$ cat src/rtl/irq_arb_pkg.sv
`timescale 1ns/1ps
package irq_arb_pkg;
   localparam int TT_W = 9;
   typedef logic [TT_W-1:0] tt_t;
   localparam tt_t EXT_BASE  = 9'h040;
   localparam tt_t VEC_TT    = 9'h060;
   localparam logic [4:0] VEC_TAG = 5'h1F;
   localparam int SRC_FIELD = 6;
endpackage

$ cat src/rtl/irq_pend_merge.sv
`timescale 1ns/1ps
module irq_pend_merge #(
   parameter int NLVL      = 16,
   parameter int SOFT_W    = 17,
   parameter int TICK_BIT  = 0,
   parameter int STICK_BIT = 16,
   parameter int TIMER_LVL = 14
) (
   input  logic [NLVL-1:0]   ext_level,
   input  logic [SOFT_W-1:0] softint,
   output logic [NLVL-1:0]   pend
);
   logic              timer_hit;
   logic [SOFT_W-1:0] keep_mask;
   logic [SOFT_W-1:0] soft_eff;

   if (SOFT_W < NLVL) begin : g_bad_soft
      $error("irq_pend_merge: SOFT_W must cover all levels");
   end
   if (TIMER_LVL >= NLVL) begin : g_bad_tlvl
      $error("irq_pend_merge: TIMER_LVL out of range");
   end

   always_comb begin
      keep_mask            = '1;
      keep_mask[TICK_BIT]  = 1'b0;
      keep_mask[STICK_BIT] = 1'b0;
   end

   assign soft_eff  = softint & keep_mask;
   assign timer_hit = softint[TICK_BIT] | softint[STICK_BIT];

   for (genvar g = 0; g < NLVL; g++) begin : g_lvl
      if (g == TIMER_LVL) begin : g_timer
         assign pend[g] = ext_level[g] | soft_eff[g] | timer_hit;
      end else begin : g_plain
         assign pend[g] = ext_level[g] | soft_eff[g];
      end
   end
endmodule

$ cat src/rtl/irq_level_pick.sv
`timescale 1ns/1ps
module irq_level_pick
   import irq_arb_pkg::*;
#(
   parameter int NLVL  = 16,
   parameter int PIL_W = 4,
   parameter int TL_W  = 3
) (
   input  logic [NLVL-1:0]  pend,
   input  logic [PIL_W-1:0] pil,
   input  logic [TL_W-1:0]  trap_lvl,
   input  logic [TT_W-1:0]  cur_tt,
   output logic             above,
   output logic [TT_W-1:0]  cand_tt,
   output logic             suppress
);
   localparam int CMP_W = NLVL + 1;

   logic [CMP_W-1:0] threshold;
   logic [PIL_W-1:0] top_idx;
   logic             in_ext_range;

   if (NLVL > 16) begin : g_bad_nlvl
      $error("irq_level_pick: level index must fit in the trap-type low nibble");
   end

   assign threshold = CMP_W'(2) << pil;
   assign above     = {1'b0, pend} >= threshold;

   always_comb begin
      top_idx = '0;
      for (int i = 1; i < NLVL; i++) begin
         if (pend[i]) top_idx = PIL_W'(i);
      end
   end

   assign cand_tt      = EXT_BASE | TT_W'(top_idx);
   assign in_ext_range = (cur_tt[TT_W-1:4] == EXT_BASE[TT_W-1:4]);
   assign suppress     = (trap_lvl != '0) && in_ext_range && (cur_tt > cand_tt);
endmodule

$ cat src/rtl/irq_vec_capture.sv
`timescale 1ns/1ps
module irq_vec_capture
   import irq_arb_pkg::*;
#(
   parameter int SRC_W  = 5,
   parameter int DATA_W = 64
) (
   input  logic              clk,
   input  logic              rst_n,
   input  logic              vec_req,
   input  logic [SRC_W-1:0]  vec_src,
   output logic              vec_rise,
   output logic              vec_fall,
   output logic              vec_pend,
   output logic [DATA_W-1:0] word0,
   output logic [DATA_W-1:0] word1,
   output logic [DATA_W-1:0] word2
);
   logic              req_q;
   logic [DATA_W-1:0] w0_load;

   if (SRC_W > SRC_FIELD) begin : g_bad_src
      $error("irq_vec_capture: source number wider than its field");
   end
   if (DATA_W < SRC_FIELD + 5) begin : g_bad_data
      $error("irq_vec_capture: data word too narrow for tag and source");
   end

   assign vec_rise = vec_req & ~req_q;
   assign vec_fall = ~vec_req & req_q & vec_pend;
   assign w0_load  = (DATA_W'(VEC_TAG) << SRC_FIELD) | DATA_W'(vec_src);

   always_ff @(posedge clk or negedge rst_n) begin
      if (!rst_n) begin
         req_q    <= 1'b0;
         vec_pend <= 1'b0;
         word0    <= '0;
         word1    <= '0;
         word2    <= '0;
      end else begin
         req_q <= vec_req;
         if (vec_rise) begin
            vec_pend <= 1'b1;
            word0    <= w0_load;
            word1    <= '0;
            word2    <= '0;
         end else if (vec_fall) begin
            vec_pend <= 1'b0;
         end
      end
   end
endmodule

$ cat src/rtl/irq_level_arbiter.sv
`timescale 1ns/1ps
module irq_level_arbiter
   import irq_arb_pkg::*;
#(
   parameter int NLVL      = 16,
   parameter int SOFT_W    = 17,
   parameter int TICK_BIT  = 0,
   parameter int STICK_BIT = 16,
   parameter int TIMER_LVL = 14,
   parameter int TL_W      = 3,
   parameter int SRC_W     = 5,
   parameter int DATA_W    = 64,
   localparam int PIL_W    = $clog2(NLVL)
) (
   input  logic              clk,
   input  logic              rst_n,
   input  logic [NLVL-1:0]   ext_level,
   input  logic [SOFT_W-1:0] softint,
   input  logic [PIL_W-1:0]  pil,
   input  logic              irq_en,
   input  logic [TL_W-1:0]   trap_lvl,
   input  logic [8:0]        cur_tt,
   input  logic              vec_req,
   input  logic [SRC_W-1:0]  vec_src,
   output logic              hard_req,
   output logic [8:0]        sel_tt,
   output logic              vec_pend,
   output logic [DATA_W-1:0] vec_word0,
   output logic [DATA_W-1:0] vec_word1,
   output logic [DATA_W-1:0] vec_word2
);
   logic [NLVL-1:0] pend;
   logic            above;
   logic            suppress;
   tt_t             cand_tt;
   logic            vec_rise;
   logic            vec_fall;
   logic            req_n;
   tt_t             tt_n;

   if (TICK_BIT >= SOFT_W || STICK_BIT >= SOFT_W) begin : g_bad_timer
      $error("irq_level_arbiter: timer bit position outside softint");
   end

   irq_pend_merge #(
      .NLVL(NLVL), .SOFT_W(SOFT_W), .TICK_BIT(TICK_BIT),
      .STICK_BIT(STICK_BIT), .TIMER_LVL(TIMER_LVL)
   ) u_merge (
      .ext_level(ext_level),
      .softint  (softint),
      .pend     (pend)
   );

   irq_level_pick #(
      .NLVL(NLVL), .PIL_W(PIL_W), .TL_W(TL_W)
   ) u_pick (
      .pend    (pend),
      .pil     (pil),
      .trap_lvl(trap_lvl),
      .cur_tt  (cur_tt),
      .above   (above),
      .cand_tt (cand_tt),
      .suppress(suppress)
   );

   irq_vec_capture #(
      .SRC_W(SRC_W), .DATA_W(DATA_W)
   ) u_vec (
      .clk     (clk),
      .rst_n   (rst_n),
      .vec_req (vec_req),
      .vec_src (vec_src),
      .vec_rise(vec_rise),
      .vec_fall(vec_fall),
      .vec_pend(vec_pend),
      .word0   (vec_word0),
      .word1   (vec_word1),
      .word2   (vec_word2)
   );

   always_comb begin
      req_n = hard_req;
      tt_n  = sel_tt;
      if (vec_rise || (vec_pend && !vec_fall)) begin
         req_n = 1'b1;
         tt_n  = VEC_TT;
      end else if (vec_fall || !above || !irq_en) begin
         req_n = 1'b0;
         tt_n  = '0;
      end else if (!suppress) begin
         req_n = 1'b1;
         tt_n  = cand_tt;
      end
   end

   always_ff @(posedge clk or negedge rst_n) begin
      if (!rst_n) begin
         hard_req <= 1'b0;
         sel_tt   <= '0;
      end else begin
         hard_req <= req_n;
         sel_tt   <= tt_n;
      end
   end
endmodule

$ cat config.mk
export PLATFORM = sky130hd
export DESIGN_NAME = irq_level_arbiter
export DESIGN_NICKNAME = d
export VERILOG_FILES = /design/src/rtl/irq_arb_pkg.sv /design/src/rtl/irq_pend_merge.sv /design/src/rtl/irq_level_pick.sv /design/src/rtl/irq_vec_capture.sv /design/src/rtl/irq_level_arbiter.sv
export SDC_FILE = /design/constraint.sdc
export NUM_CORES = 1
export LEC_CHECK = 0
export BUFFER_PORTS_ARGS = -buffer_cell sky130_fd_sc_hd__buf_2
export CAP_MARGIN = 20
export CORE_AREA = 2 2 101 103
export DETAILED_ROUTE_END_ITERATION = 8
export DIE_AREA = 0 0 103 105
export GPL_TIMING_DRIVEN = 0
export PLACE_DENSITY_LB_ADDON = 0.15
export SYNTH_ARGS = -nofsm -noshare
export SYNTH_HDL_FRONTEND = slang
export SYNTH_SLANG_ARGS = --single-unit
$ cat constraint.sdc
create_clock -name clk -period 3.4 [get_ports clk]
set_clock_uncertainty 0.15 [all_clocks]
set_input_delay 0.51 -clock clk [delete_from_list [all_inputs] [get_ports clk]]
set_output_delay 0.51 -clock clk [all_outputs]
set_load 0.05 [all_outputs]
==> metrics.md, run 1 <==
| Metric | Value |
|---|---|
| Max incr delay on CP | `0.52 ns` |
| RSZ-0062 raised after global routing | `no` |
| Hold-fix buffer count after cts | `0` |
| Area fraction of the dominant cell type after synthesis | `50.9%` |
| Largest family of logic cells by synthesized area | `buffers and inverters` |
| Row Count | `36` |
| Hold WC Path Type | `input pin to asynchronous set/reset pin` |
| XOR/XNOR share of the synthesized area | `0%` |
| Port Buffers | `between 70 and 80` |
| Cells along the critical path | `buf_2 > or4_4 > or3_1 > a31oi_2 > ha_1 > a41oi_1 > and4b_4 > nand3_2 > mux2i_1 > nor2_1` |
| Final ANT Viol Nets | `0` |
| Tcrit/Tclk final | `86.8%` |
| Dpl ws | `roughly 0.14 ns` |
| Clock Latency Late Sink | `~0.24 ns` |
| Layout cell share with drive strength beyond 1 | `between 40% and 50%` |
| Chip height | `105 um` |
| Vias | `2497` |
| Placed Area | `0.00404 mm^2` |
| Violated checks | `negative hold slack` |
| Area delta synth->final | `45.9%` |
| Core area | `0.00964 mm^2` |
| Mux contribution to synthesized area | `3.44%` |
| Async set-or-reset flop fraction in the synthesized netlist | `100%` |
| PwrDens | `293 mW/mm^2` |
| FF+latch count, synth | `14` |
| Non-filler cells, final | `749` |
| Period minus WS final | `2.95 ns` |
| Number of warnings issued by yosys | `0` |
| Relative slew slack | `~62%` |
| Grt total ovfl | `0` |
| Cell area after synthesis | `0.00280 mm^2` |
| WHS | `-0.00183 ns` |
| Number of synthesized flops with an enable pin | `0` |
| Worst VDD drop | `0.317 mV` |
| Sequential share of the synthesized area | `12.5%` |
| CP Class | `input pin to register` |
| Worst Tran Pin Value | `roughly 0.56 ns` |
| Starting Density | `29.1%` |
| Worst setup path endpoint | `sel_tt[3]` |
| Setup tns final | `0 ns` |
| Ports | `261` |
| Die area | `0.0108 mm^2` |
| Reg2Reg Launch Point | `u_vec.req_q` |
| CTS tree | `done` |
| Top area cells in the synthesized netlist | `buf_4 (51%), dfrtp_1 (12%), ha_1 (8.5%), nand2_1 (2.1%), nor2_1 (2.1%)` |
| Number of global-route vias before repair | `2216` |
| Placed instance count | `745` |
| Most frequent cell after synthesis | `buf_4` |
| Arr. time, crit path | `2.93 ns` |
| Via/cell ratio | `3.33` |
| Clock Path Buffers | `2` |
| Initial DRC count | `42` |
| Clock sinks | `14` |
| CTS H-tree lvls | `1` |
| Post-Synth Adder-Cell Area | `8.48%` |
| Total CTS buffers | `3` |
| First-pass GRT wire length | `9880 um` |
| Final setup vio count | `0` |
| Critical path required time | `3.38 ns` |
| Leakage Power | `2.51 nW` |
| Synth Area in Simple Gates | `15.4%` |
| Number of diodes | `0` |
| Max Slew Vio Count | `0` |
| DP HPWL | `6290 um` |
| Cell accounting for the most synthesized area | `buf_4` |
| Total Routing Usage GR | `11.1%` |
| Post-route cell area | `roughly 0.0041 mm^2` |
| WL per Instance | `8.95 um` |
| R2r setup slk | `1.76 ns` |
| Setup crit start | `softint[5]` |
| Hold Fails Final Rpt | `7` |
| Slowest stage cell, crit path | `or4_4` |
| F_max | `339 MHz` |
| Worst-path fanout max | `5` |
| Reg2Reg Depth | `6` |
| Synth Area in Compound Gates | `7.81%` |
| Synth Instances | `353` |
| Die Span X | `103 um` |
| Clock-pin slew on the worst setup and hold paths | `around 0.060 ns` |
| Startpoint types | `input pin` |
| Count of cell types in the netlist | `42` |
| Residual DRC | `0` |
| Setup Fix Bufs, Post-CTS | `0` |
| Commonest cells post-synth | `buf_4 (190), ha_1 (19), nand2_1 (16), nor2_1 (16), dfrtp_1 (14)` |
| Stages on worst setup path | `10` |
| Post-synth top flop | `dfrtp_1` |
| Kind of cell adding the most delay to the critical path | `simple AND/OR/NAND/NOR gates` |
| Routability cong. | `0.774` |
| Initial antenna violation count | `0` |
| Final WL | `6700 um` |
| Iteration count of the initial detailed-routing pass | `4` |
| Root Driver | `clkbuf_8` |
| Status | `finished, violations left` |
| Worst setup margin | `0.450 ns` |
| Bufs and invs on worst path | `1` |
| Post_cts resized | `0` |
| Worst R2R End | `sel_tt[3]` |
| Synthesized area per cell | `about 7.9 um^2` |
| MaxCap Viol Count | `0` |
| Largest net degree at the start of global routing | `15` |
| CP endpoint kind | `register` |
| Layout net count | `694` |
## final cells by class
class | instances | area (um^2)
Inverter | 9 | 33.8
Multi-Input combinational cell | 323 | 1680
Timing Repair Buffer | 75 | 375
Sequential cell | 14 | 350
Clock buffer | 4 | 55.1
Fill cell | 1037 | 5550
Tap cell | 133 | 166
Buffer | 191 | 1430
## worst register-to-register path: cells and delay by family (launching register included)
family / cells / cell delay (ns)
compound gates: 1 / 0.11
flops: 1 / 0.37
simple gates: 3 / 0.31
mux: 1 / 0.22
buf+inv: 1 / 0.35
## power by group
group | switching [mW] | internal [mW] | leakage, nW
sequential | 0.00934 | 0.184 | 0.166
clock | 0.0592 | 0.103 | 0.0288
combinational | 0.618 | 0.225 | 2.31
total | 0.687 | 0.511 | 2.51
## worst min path at each step
stage           from        endpoint  cells after the start
2_1_floorplan  rst_n        hard_req                      0
3_3_place_gp   rst_n  u_vec.word0[0]                      1
3_5_place_dp   rst_n        hard_req                      1
4_1_cts        rst_n        hard_req                      1
5_1_grt        rst_n        hard_req                      1
6_report       rst_n        hard_req                      1
## layer usage
metal / wire length, um / global-route usage, % / vias up
met5: 0 / 0 / -
met4: 111 / 2.54 / 0
met3: 731 / 2.61 / 10
met2: 3640 / 23.0 / 137
met1: 2220 / 10.5 / 1025
li1: - / - / 1325
## registers in the layout, summed over array words and instances, names as in the netlist
register	count
u_vec.word0	6
sel_tt	5
hard_req	1
u_vec.req_q	1
u_vec.vec_pend	1
## stage by stage
stage               util [%]  total power, mW
finish                  42.4             1.20
CTS                     42.4             1.19
detailed placement      41.9             1.03
global route            42.4             1.26
global placement        41.9             1.02
floorplan                  -            0.945
## logic make-up (layout without fill, tap and decap cells)
logic type               count (synthesis)  after routing
flip-flops                              14             14
other                                    1            185
adder cells (fa/ha/maj)                 19             19
AND/OR/NAND/NOR                         79             79
buffers and inverters                  200            279
AO/OA/AOI/OAI                           31             31
multiplexers                             9              9
## cell usage in the layout (no fill, tap or decap), types with 2 or more instances in the layout
cell type / n
or2_2: 8
o21ai_1: 3
conb_1: 185
or2_1: 2
a21o_1: 3
nand2_1: 16
a31oi_1: 2
nor2_1: 16
mux2_2: 5
buf_4: 190
mux2i_1: 4
a21oi_1: 8
dfrtp_1: 14
inv_1: 8
nand3_1: 10
clkbuf_8: 4
nor4_1: 4
nor4_2: 2
o211ai_1: 2
ha_1: 19
nand4_1: 5
a211oi_1: 2
nor2b_1: 5
buf_2: 75
nor3_1: 3
o21ai_0: 3
Power figures use the tool's default switching activity.
==> run 2, diff against run 1 <==
Settings changed: CORE_AREA 2 2 101 103 to 2 2 102 104, DIE_AREA 0 0 103 105 to 0 0 104 106.
==> run 2 against run 1 <==
The flow now finishes without violations. Highest routed layer unchanged. Die area up 1.9%. Sequential power barely moved. Fmax shrank 0.19%. Critical path type unchanged. Sequential cell count is the same. Critical endpoint is now sel_tt[2]. Setup slack lost 0.0056 ns. Non-clock buffer count unchanged. Clock power decreased by 22%.
==> metrics.md, run 2 (synthesized netlist as in run 1, its figures left out) <==
| Metric | Value |
|---|---|
| Switching share of power | `58.1%` |
| Setup Fix Bufs, Post-CTS | `0` |
| Layout cell share with drive strength beyond 1 | `a little under half` |
| Iteration count of the initial detailed-routing pass | `4` |
| Sequential share of power | `approximately 17%` |
| Area delta synth->final | `45.6%` |
| Total Routing Usage GR | `between 10% and 20%` |
| DP HPWL | `~6200 um` |
| Period minus WS final | `about 3.0 ns` |
| Critical path required time | `3.36 ns` |
| Final setup vio count | `0` |
| Non-filler cells, final | `between 700 and 800` |
| CTS tree | `done` |
| CP endpoint kind | `register` |
| Int Power | `between 0.4 and 0.5 mW` |
| F_max | `338 MHz` |
| Clock Path Buffers | `2` |
| Placed instance count | `748` |
| Largest net degree at the start of global routing | `15` |
| Ports | `261` |
| CP Class | `input pin to register` |
| CTS H-tree lvls | `1` |
| Max FFs per register | `6` |
| WL per Instance | `8.69 um` |
| Hold WC Path Type | `input pin to asynchronous set/reset pin` |
| First-pass GRT wire length | `between 10000 and 15000 um` |
| Number of diodes | `0` |
| Via/cell ratio | `3.30` |
| Initial DRC count | `40` |
| Reg2Reg Launch Point | `u_vec.req_q` |
| Clock sinks | `14` |
| Setup tns final | `0 ns` |
| Vias | `2477` |
| Worst Tran Pin Value | `0.656 ns` |
| Die area | `0.0110 mm^2` |
| Setup crit start | `softint[16]` |
| Comb power frac | `72.5%` |
| PwrDens | `285 mW/mm^2` |
| Worst setup path endpoint | `sel_tt[2]` |
| Startpoint types | `input pin` |
| Layout net count | `694` |
| Arr. time, crit path | `2.92 ns` |
| Initial antenna violation count | `0` |
| Relative slew slack | `55.9%` |
| Filler Cells Inserted | `1079` |
| Grt total ovfl | `0` |
| RSZ-0062 raised after global routing | `no` |
| Worst setup margin | `0.445 ns` |
| Final ANT Viol Nets | `0` |
| Worst R2R End | `sel_tt[2]` |
| Post_cts resized | `0` |
| Most frequent cells in the layout | `buf_4 (190), conb_1 (185), buf_2 (75)` |
| Reg2Reg Depth | `6` |
| Worst-path fanout max | `5` |
| Final WL | `6520 um` |
| Pwr Total | `1.16 mW` |
| Post-Route Utilization | `40.8%` |
| Number of global-route vias before repair | `2200` |
| R2r setup slk | `1.77 ns` |
| Total CTS buffers | `3` |
| Max Slew Vio Count | `0` |
| Leakage Power | `~2.5 nW` |
| Row Count | `37` |
| Worst VDD drop | `roughly 0.28 mV` |
| Clock-pin slew on the worst setup and hold paths | `0.05 ns` |
| Hold-fix buffer count after cts | `0` |
| Routability cong. | `0.801` |
| Die Span X | `104 um` |
| Sw power | `approximately 0.68 mW` |
| Largest Register | `u_vec.word0` |
| Hold Fails Final Rpt | `0` |
| Largest registers | `u_vec.word0 x6, sel_tt x5` |
| Dpl ws | `0.141 ns` |
| Clock Latency Late Sink | `0.23 ns` |
| MaxCap Viol Count | `0` |
| Commonest non-fill, non-tap cell in the layout | `buf_4` |
| Port Buffers | `between 70 and 80` |
| Root Driver | `clkbuf_8` |
| Status | `finished, final reports clean` |
| Residual DRC | `0` |
| Clock power share | `10.9%` |
| Tcrit/Tclk final | `86.9%` |
| Core area | `0.0100 mm^2` |
| Starting Density | `28.0%` |
| Chip height | `roughly 110 um` |
==> run 2: how the worst min path moves through the flow <==
stage | slack [ns] | from | depth (start not counted) | end
global route | 0.03 | rst_n | 1 | u_vec.word0[4]
floorplan | 0.06 | rst_n | 0 | hard_req
CTS | 0.01 | rst_n | 1 | u_vec.word0[2]
global placement | 0.27 | rst_n | 1 | u_vec.word0[4]
detailed placement | 0.27 | rst_n | 1 | u_vec.word0[4]
finish | 0.009 | rst_n | 1 | sel_tt[0]
==> run 2: area by class of cell <==
class | instances | area [um^2] | area share, %
plain buffers | 191 | 1430 | 35.0
clock buffers | 3 | 41.3 | 1.01
inverters | 9 | 33.8 | 0.828
multi-input cells | 323 | 1680 | 41.2
flip-flops and latches | 14 | 350 | 8.58
well taps | 136 | 170 | 4.17
repair buffers | 75 | 375 | 9.20
==> run 2: critical path: stages <==
cell	delay, ns
buf_2	0.10
nor4_2	0.61
nand3_1	0.22
nor2_1	0.25
ha_1	0.29
a41oi_1	0.24
and4b_4	0.28
nand3_2	0.15
mux2i_1	0.20
nor2_1	0.05
==> run 2: per-layer routing <==
metal	vias up	track usage, %	share of wire, %
met5	-	0	0
met4	0	0.965	0.26
met3	2	3.25	10
met2	129	22.9	55
met1	1025	11.0	34
li1	1321	-	-
==> run 2: metrics by stage <==
step	instance area, um^2	hold slack (ns)
floorplan	3490	0.0644
global placement	4040	0.266
detailed placement	4040	0.271
CTS	4080	0.0147
global route	4080	0.0289
finish	4080	0.00897
==> run 2: power by group through the flow <==
stage	registers, mW	logic, mW	clock network [mW]
floorplan	0.254	0.691	0
global placement	0.195	0.828	0
detailed placement	0.196	0.831	0
CTS	0.193	0.832	0.133
global route	0.196	0.888	0.142
finish	0.193	0.843	0.127
